`src/rtl/dlg_pkg.sv`:
```
package dlg_pkg;
  localparam int NUM_CH = 16;
  localparam int CH_W = $clog2(NUM_CH);
  localparam int WORD_W = CH_W + 3;

  // Control word: done at the top, then link channel, then the two enables.
  typedef struct packed {
    logic            done;
    logic [CH_W-1:0] linkCh;
    logic            sgEn;
    logic            linkEn;
  } ctrl_word_t;

  // Strobes from control to the datapath.
  typedef struct packed {
    logic            wr;
    logic            wrForce;
    logic [CH_W-1:0] wrCh;
    logic            ret;
    logic [CH_W-1:0] retCh;
    logic            start;
    logic [CH_W-1:0] startCh;
  } strobe_t;
endpackage

```
`src/rtl/dlg_ctrl.sv`:
```
module dlg_ctrl
  import dlg_pkg::*;
(
  input  logic            clk,
  input  logic            rstN,
  input  logic [CH_W-1:0] cpuAddr,
  input  logic            cpuWrEn,
  input  logic            engStart,
  input  logic [CH_W-1:0] engStartCh,
  input  logic            engRetire,
  input  logic [CH_W-1:0] engRetireCh,
  input  logic [NUM_CH-1:0] doneVec,
  input  ctrl_word_t      retWord,
  output strobe_t         stb,
  output logic            linkReq,
  output logic [CH_W-1:0] linkReqCh,
  output logic            sgReq,
  output logic [CH_W-1:0] sgReqCh
);
  logic retHitsWrite;

  // Retirement is applied before a write on the same channel.
  assign retHitsWrite = engRetire && (engRetireCh == cpuAddr);

  always_comb begin
    stb.wr      = cpuWrEn;
    stb.wrCh    = cpuAddr;
    stb.wrForce = doneVec[cpuAddr] || retHitsWrite;
    stb.ret     = engRetire;
    stb.retCh   = engRetireCh;
    stb.start   = engStart;
    stb.startCh = engStartCh;
  end

  // The enables held before the retirement edge decide the requests.
  always_ff @(posedge clk) begin
    if (!rstN) begin
      linkReq   <= 1'b0;
      linkReqCh <= '0;
      sgReq     <= 1'b0;
      sgReqCh   <= '0;
    end else begin
      linkReq   <= engRetire && retWord.linkEn;
      linkReqCh <= retWord.linkCh;
      sgReq     <= engRetire && retWord.sgEn;
      sgReqCh   <= engRetireCh;
    end
  end

  AST_LINK_FROM_RETIRE: assert property (@(posedge clk) disable iff (!rstN)
    linkReq |-> ($past(engRetire) && linkReqCh == $past(retWord.linkCh)));
  AST_SG_TARGET: assert property (@(posedge clk) disable iff (!rstN)
    sgReq |-> ($past(engRetire) && sgReqCh == $past(engRetireCh)));
  AST_LINK_PULSE: assert property (@(posedge clk) disable iff (!rstN)
    (linkReq && !$past(engRetire)) |-> 1'b0);
endmodule

```
`src/rtl/dlg_store.sv`:
```
module dlg_store
  import dlg_pkg::*;
(
  input  logic            clk,
  input  logic            rstN,
  input  strobe_t         stb,
  input  ctrl_word_t      wrData,
  input  logic [CH_W-1:0] rdAddr,
  output ctrl_word_t      rdData,
  output ctrl_word_t      retWord,
  output logic [NUM_CH-1:0] doneVec
);
  ctrl_word_t wordQ [NUM_CH];
  ctrl_word_t wordD [NUM_CH];

  always_comb begin
    for (int i = 0; i < NUM_CH; i++) begin
      wordD[i] = wordQ[i];
      if (stb.wr && stb.wrCh == CH_W'(i)) begin
        wordD[i].linkCh = wrData.linkCh;
        wordD[i].linkEn = wrData.linkEn && !stb.wrForce;
        wordD[i].sgEn   = wrData.sgEn && !stb.wrForce;
        wordD[i].done   = wordQ[i].done && wrData.done;
      end
      if (stb.start && stb.startCh == CH_W'(i)) wordD[i].done = 1'b0;
      if (stb.ret && stb.retCh == CH_W'(i)) wordD[i].done = 1'b1;
    end
  end

  always_ff @(posedge clk) begin
    for (int i = 0; i < NUM_CH; i++) begin
      if (!rstN) wordQ[i] <= '0;
      else       wordQ[i] <= wordD[i];
    end
  end

  generate
    for (genvar g = 0; g < NUM_CH; g++) begin : gDone
      assign doneVec[g] = wordQ[g].done;
    end
  endgenerate

  assign rdData  = wordQ[rdAddr];
  assign retWord = wordQ[stb.retCh];

  AST_DONE_FORCES: assert property (@(posedge clk) disable iff (!rstN)
    (stb.wr && wordQ[stb.wrCh].done) |=>
      (!wordQ[$past(stb.wrCh)].linkEn && !wordQ[$past(stb.wrCh)].sgEn));
  AST_START_CLEARS: assert property (@(posedge clk) disable iff (!rstN)
    (stb.start && !(stb.ret && stb.retCh == stb.startCh)) |=>
      !wordQ[$past(stb.startCh)].done);
  AST_RETIRE_SETS: assert property (@(posedge clk) disable iff (!rstN)
    stb.ret |=> wordQ[$past(stb.retCh)].done);
  AST_COLLIDE: assert property (@(posedge clk) disable iff (!rstN)
    (stb.wr && stb.ret && stb.wrCh == stb.retCh) |=>
      (!wordQ[$past(stb.wrCh)].linkEn && !wordQ[$past(stb.wrCh)].sgEn));
  AST_TAG_KEPT: assert property (@(posedge clk) disable iff (!rstN)
    stb.wr |=> wordQ[$past(stb.wrCh)].linkCh == $past(wrData.linkCh));
endmodule

```
`src/rtl/dmaLinkGuard.sv`:
```
module dmaLinkGuard
  import dlg_pkg::*;
(
  input  logic              clk,
  input  logic              rstN,
  input  logic [CH_W-1:0]   cpuAddr,
  input  logic              cpuWrEn,
  input  logic [WORD_W-1:0] cpuWrData,
  output logic [WORD_W-1:0] cpuRdData,
  input  logic              engStart,
  input  logic [CH_W-1:0]   engStartCh,
  input  logic              engRetire,
  input  logic [CH_W-1:0]   engRetireCh,
  output logic              linkReq,
  output logic [CH_W-1:0]   linkReqCh,
  output logic              sgReq,
  output logic [CH_W-1:0]   sgReqCh
);
  strobe_t     stb;
  ctrl_word_t  rdWord;
  ctrl_word_t  retWord;
  logic [NUM_CH-1:0] doneVec;

  dlg_ctrl ctrl_i (
    .clk(clk), .rstN(rstN), .cpuAddr(cpuAddr), .cpuWrEn(cpuWrEn),
    .engStart(engStart), .engStartCh(engStartCh),
    .engRetire(engRetire), .engRetireCh(engRetireCh),
    .doneVec(doneVec), .retWord(retWord), .stb(stb),
    .linkReq(linkReq), .linkReqCh(linkReqCh),
    .sgReq(sgReq), .sgReqCh(sgReqCh)
  );

  dlg_store store_i (
    .clk(clk), .rstN(rstN), .stb(stb), .wrData(ctrl_word_t'(cpuWrData)),
    .rdAddr(cpuAddr), .rdData(rdWord), .retWord(retWord), .doneVec(doneVec)
  );

  assign cpuRdData = rdWord;
endmodule

```
`config.mk`:
```
export PLATFORM = sky130hd
export DESIGN_NAME = dmaLinkGuard
export DESIGN_NICKNAME = d
export VERILOG_FILES = /design/src/rtl/dlg_pkg.sv /design/src/rtl/dlg_ctrl.sv /design/src/rtl/dlg_store.sv /design/src/rtl/dmaLinkGuard.sv
export SDC_FILE = /design/constraint.sdc
export NUM_CORES = 1
export LEC_CHECK = 0
export BUFFER_PORTS_ARGS = -buffer_cell sky130_fd_sc_hd__buf_2
export CAP_MARGIN = 20
export CORE_MARGIN = 1.5
export CORE_UTILIZATION = 55
export DETAILED_ROUTE_END_ITERATION = 10
export PLACE_DENSITY = 0.79
export SETUP_SLACK_MARGIN = 0.1
export SLEW_MARGIN = 40
export SYNTH_ARGS = -nofsm -noshare
export SYNTH_HDL_FRONTEND = slang
export SYNTH_SLANG_ARGS = --single-unit
```
`constraint.sdc`:
```
create_clock -name clk -period 6.9 [get_ports clk]
set_input_delay 1.38 -clock clk [delete_from_list [all_inputs] [get_ports clk]]
set_output_delay 1.38 -clock clk [all_outputs]
set_load 0.005 [all_outputs]
```
### Yosys cells after proc, flatten, opt, wreduce, memory -nomap -nowiden

Memories as Yosys holds them, arrays and structs flattened.
Index checks and enable logic that the tools add are counted.

| storage, ports and cells | value |
|---|---|
| bits in read-only memories | 0 |
| output and inout bits | 17 |
| memories kept | 1 |
| input bits | 24 |
| memory bits (writable) | 112 |
| flip-flop bits (word level) | 10 |
| word-level logic and storage cells | 210 |
| latch bits | 0 |

| operators by class | value |
|---|---|
| equality and inequality tests | 46 |
| divide/modulo/power cells | 0 |
| $lt $le $gt $ge | 1 |
| bitwise gates (word level) | 16 |
| reductions and logical operators | 74 |
| multiply operators | 0 |
| multiplexer cells | 68 |
| add/sub/neg operators | 0 |
| shift-type cells | 0 |

Memory list:

| name | depth | width | rd ports | clocked after Yosys merged registers in | write ports | RTL line | text |
|---|---|---|---|---|---|---|---|
| store_i.wordQ | 16 | 7 | 18 | 0 | 16 | dlg_store.sv:13 | `ctrl_word_t wordQ [NUM_CH];` |

Operators with widths:

| cell | count |
|---|---|
| 7-bit 2-to-1 mux | 32 |
| 4-bit equality test (second input constant) | 24 |
| 1-bit logical AND | 69 |
| 4-bit by 3-bit equality test with 1-bit output (second input constant) | 12 |
| 1-bit 2-to-1 mux | 35 |
| 4-bit by 2-bit equality test with 1-bit output (second input constant) | 6 |
| 1-bit OR | 16 |
| 4-bit by 1-bit equality test with 1-bit output (second input constant) | 3 |
| 4-bit zero test | 3 |
| 4-bit by 5-bit < comparator with 1-bit output (second input constant) | 1 |
| 1-bit binary-select mux with 4-bit select | 1 |
| 4-bit equality test | 1 |
| 1-bit zero test | 1 |
| 1-bit logical OR | 1 |

### Depth between registers and ports, before layout

| depth | value |
|---|---|
| word-level depth | 9 |
| gate-level depth with buffers | 7 |
| depth with buffers taken out | 4 |

### Cells and area by module

Synthesis repeated with hierarchy kept, for this count alone.

| unflattened totals | value |
|---|---|
| cell total of the unflattened synthesis | 732 |
| area, all modules | 6932.9 um^2 |

By module, submodules not included:

| module | seq. area each (um^2) | cells an instance | area each (um^2) | times used |
|---|---|---|---|---|
| dlg_store | 2242.2 | 679 | 6362.4 | 1 |
| dlg_ctrl | 200.2 | 53 | 570.5 | 1 |

### Worst setup path after synthesis

No wires, ideal clock.

| timing | value |
|---|---|
| path kind | input port to output port |
| start point | input cpuAddr[0] |
| end point | output cpuRdData[3] |
| buffers on the path | 2 |
| required time | 5.520 ns |
| path slack | 2.607 ns |
| stages on the path | 4 |
| arrival | 2.913 ns |
| path through | buf_4 > buf_1 > mux4_2 > mux4_2 |

| on the way | value |
|---|---|
| cells in the longest elaborated chain, start to end | 1 |

Ends and longest elaborated chain:

| item | RTL line | text |
|---|---|---|
| start: declaration | dmaLinkGuard.sv:6 | `input logic [CH_W-1:0] cpuAddr,` |
| memory 16 x 7 bit | - |  |
| end: declaration | dmaLinkGuard.sv:9 | `output logic [WORD_W-1:0] cpuRdData,` |

No other way between the ends.

### Worst setup path after layout

| timing | value |
|---|---|
| start point | input cpuAddr[0] |
| end point | output cpuRdData[6] |

Same word-level chain as after synthesis.

==> reports/metrics.yaml <==
tightest_slew_ns: 0.792
cts_made_buffers: 17
cp-startpoint: "cpuAddr[0]"
grt_first_pass_wirelength_um: 26600
dieArea_um2: 12400
synthFlopType: "dfxtp_1"
final_common_cell: "dfxtp_1"
skew_ns: 0.00526
clk-insertion-delay-late_ns: 0.42
drive_gt1_share_pct: 28.0
rsz0062_at_grt: "no"
place_ws_ns: 2.19
cp_max_fo: 36
crit_slowest_cell: "mux4_2"
drt-initial-drc-count: 580
synth-seq-cells: 122
regToRegStartpoint: "store_i.wordQ[15][6]$_SDFF_PN0_"
path_buf_inv: 3
slew-limit-headroom_pct: 47.2
root_buffer: "clkbuf_16"
worstReg2RegEnd: "store_i.wordQ[8][1]$_SDFFE_PN0P_"
crit_path_start_kind: "primary input"
syn_area_per_cell_um2: 11.5
min_from: "store_i.wordQ[6][5]$_SDFFE_PN0P_"
die_y_um: 111
wire_per_inst_um: 23.0
antenna_cells: 0
antenna_found_initial: 0
leakagePower_nw: 2.92
p_clk_share_pct: 51.3
min_period_over_period_pct: 68.2
grt_max_degree: 76
cp.required_ns: 5.52
vias_per_cell: 6.74
whs_ns: 0.480
rows: 39
fin_cells: 728
power_frac_seq_pct: 40.9
initial_utilization_pct: 56.4
wirelength_um: 16700
fillerInstances: 833
final_hold_viol_count: 0
slew_viol_final: 0
postCtsHoldBufs: 0
nets: 596
crit_family: "buffers and inverters"
top_usage_layer: "met2"
vias: 4906
p_per_area_nw_per_um2: 242
swShare_pct: 22.3
clkSlewWorstSetupHoldPaths_ns: 0.05
drv_cap: 0
fmax_mhz: 213
status: "finished clean"
hold_class: "flop to flop"
worstPathArrival_ns: 3.32
cts.sinks: 122
ys_types: 29
net-switching-power_mw: 0.394
synth-async-reset-ratio_pct: 0
setup_tns_ns: 0
period_needed_ns: 4.70
cts_tree: "done"
syn_inst: 562
met3_usage_pct: 6.53
grt_overflow_total: 0
ant_nets: 0
pin_count: 41
finalPower_mw: 1.77
post-route-drc-count: 0
hold_end: "store_i.wordQ[6][5]$_SDFFE_PN0P_"
place.gp.congestion: 0.880
path_cells: "buf_4 -> mux4_2 -> mux2i_1 -> mux2i_4 -> buf_4 -> buf_2"
groute.layer.met1.usage_pct: 34.8
drtPass1Iterations: 5
syn_to_final_growth_pct: 12.9
clockBufferDepth: 2
grt_pass1_vias: 4798
slowest_delay_ns: 0.59
yosysWarnings: 0
ir_drop_uv: 177
r2r_setup_slack_ns: 4.80
final_cell_mix: "dfxtp_1 (122), mux4_2 (64), nand3_1 (58)"
cpMostUsedCell: "buf_4"
core-area_um2: 11500
grt_usage_pct: 27.8
seq_area_frac_synth_pct: 37.7
layout_setup_ws_ns: 2.20
dp.cells: 695
intPower_mw: 1.37
postCtsSetupBuffers: 0
synthesis.nets: 586
r2r.worst_path.cells: 5
whs_path_depth: 2
ctsResizeCount: 0
hpwl_um: 10100
combPwrFrac_pct: 7.8
synth_enable_flop_cells: 0
setup_viol: 0
netlist_area_um2: 6470
use_met2_pct: 45.2
critPathKind: "primary input to output port"
end_kind: "output port"
die_width_um: 111
htreeDepth: 4
port_buffers: 40
[Yosys cell counts (4+ instances only)]
cell | n | share of area (%)
nand3_1 | 58 | 4.5
clkbuf_1 | 27 | 1.6
o221ai_1 | 15 | 2.0
o41ai_2 | 21 | 5.3
and3_1 | 4 | 0.39
dfxtp_1 | 122 | 38
and2_1 | 8 | 0.77
buf_2 | 18 | 1.4
mux4_2 | 64 | 22
nand2b_1 | 5 | 0.48
nand2_1 | 45 | 2.6
mux2i_1 | 51 | 7.9
o41ai_1 | 11 | 1.5
a21boi_0 | 31 | 3.6
nor2b_1 | 54 | 5.2
buf_1 | 7 | 0.41
[worst max-delay path by stage]
stage                   end  depth (start not counted)
3_5_place_dp   cpuRdData[6]                          6
4_1_cts        cpuRdData[6]                          6
3_3_place_gp   cpuRdData[6]                          6
2_1_floorplan  cpuRdData[3]                          4
5_1_grt        cpuRdData[6]                          6
6_report       cpuRdData[6]                          6
[registers in the layout, summed over array words and instances, names as in the netlist]
register and cells:
ctrl_i.linkReq 1, store_i.wordQ 112, ctrl_i.linkReqCh 4, ctrl_i.sgReq 1, ctrl_i.sgReqCh 4
[power groups by stage]
stage | Sequential, mW | Clock (mW) | Combinational, mW
after detailed placement | 0.737 | 0 | 0.134
final | 0.723 | 0.905 | 0.138
after global placement | 0.737 | 0 | 0.130
after floorplan | 0.735 | 0 | 0.0990
after global routing | 0.724 | 0.943 | 0.147
after CTS | 0.723 | 0.908 | 0.136
[metrics by stage]
| stage | area, µm² | utilization, % |
|---|---|---|
| final | 7310 | 63.7 |
| after global placement | 6670 | 58.1 |
| after detailed placement | 6670 | 58.2 |
| after floorplan | 6470 | - |
| after CTS | 7280 | 63.5 |
| after global routing | 7310 | 63.7 |
[cell families after synthesis]
logic type | synth area share, %
AND/OR/NAND/NOR | 15.3
flip-flops | 37.7
multiplexers | 30.2
AO/OA/AOI/OAI | 12.7
buffers and inverters | 3.60
XOR/XNOR | 0.542
[tightest hold or removal path, cell delays in order, from the launching register on]
cell	delay (ns)
dfxtp_1	0.32
nand2_1	0.05
a21boi_0	0.06
[routing by layer]
layer  routed length, µm  vias up
met5                   0        -
met4                 591        0
met3                1400       53
met2                8310      239
met1                6420     2441
li1                    -     2173
[area by class of cell]
| class | instances | area, µm² | share of cell area, % |
|---|---|---|---|
| well taps | 143 | 179 | 2.45 |
| clock buffers | 24 | 492 | 6.73 |
| repair buffers | 44 | 255 | 3.49 |
| multi-input cells | 385 | 3820 | 52.2 |
| inverters | 2 | 7.51 | 0.103 |
| clock inverters | 8 | 115 | 1.58 |
| flip-flops and latches | 122 | 2440 | 33.4 |
No activity file was read; power rests on OpenSTA's default activity.
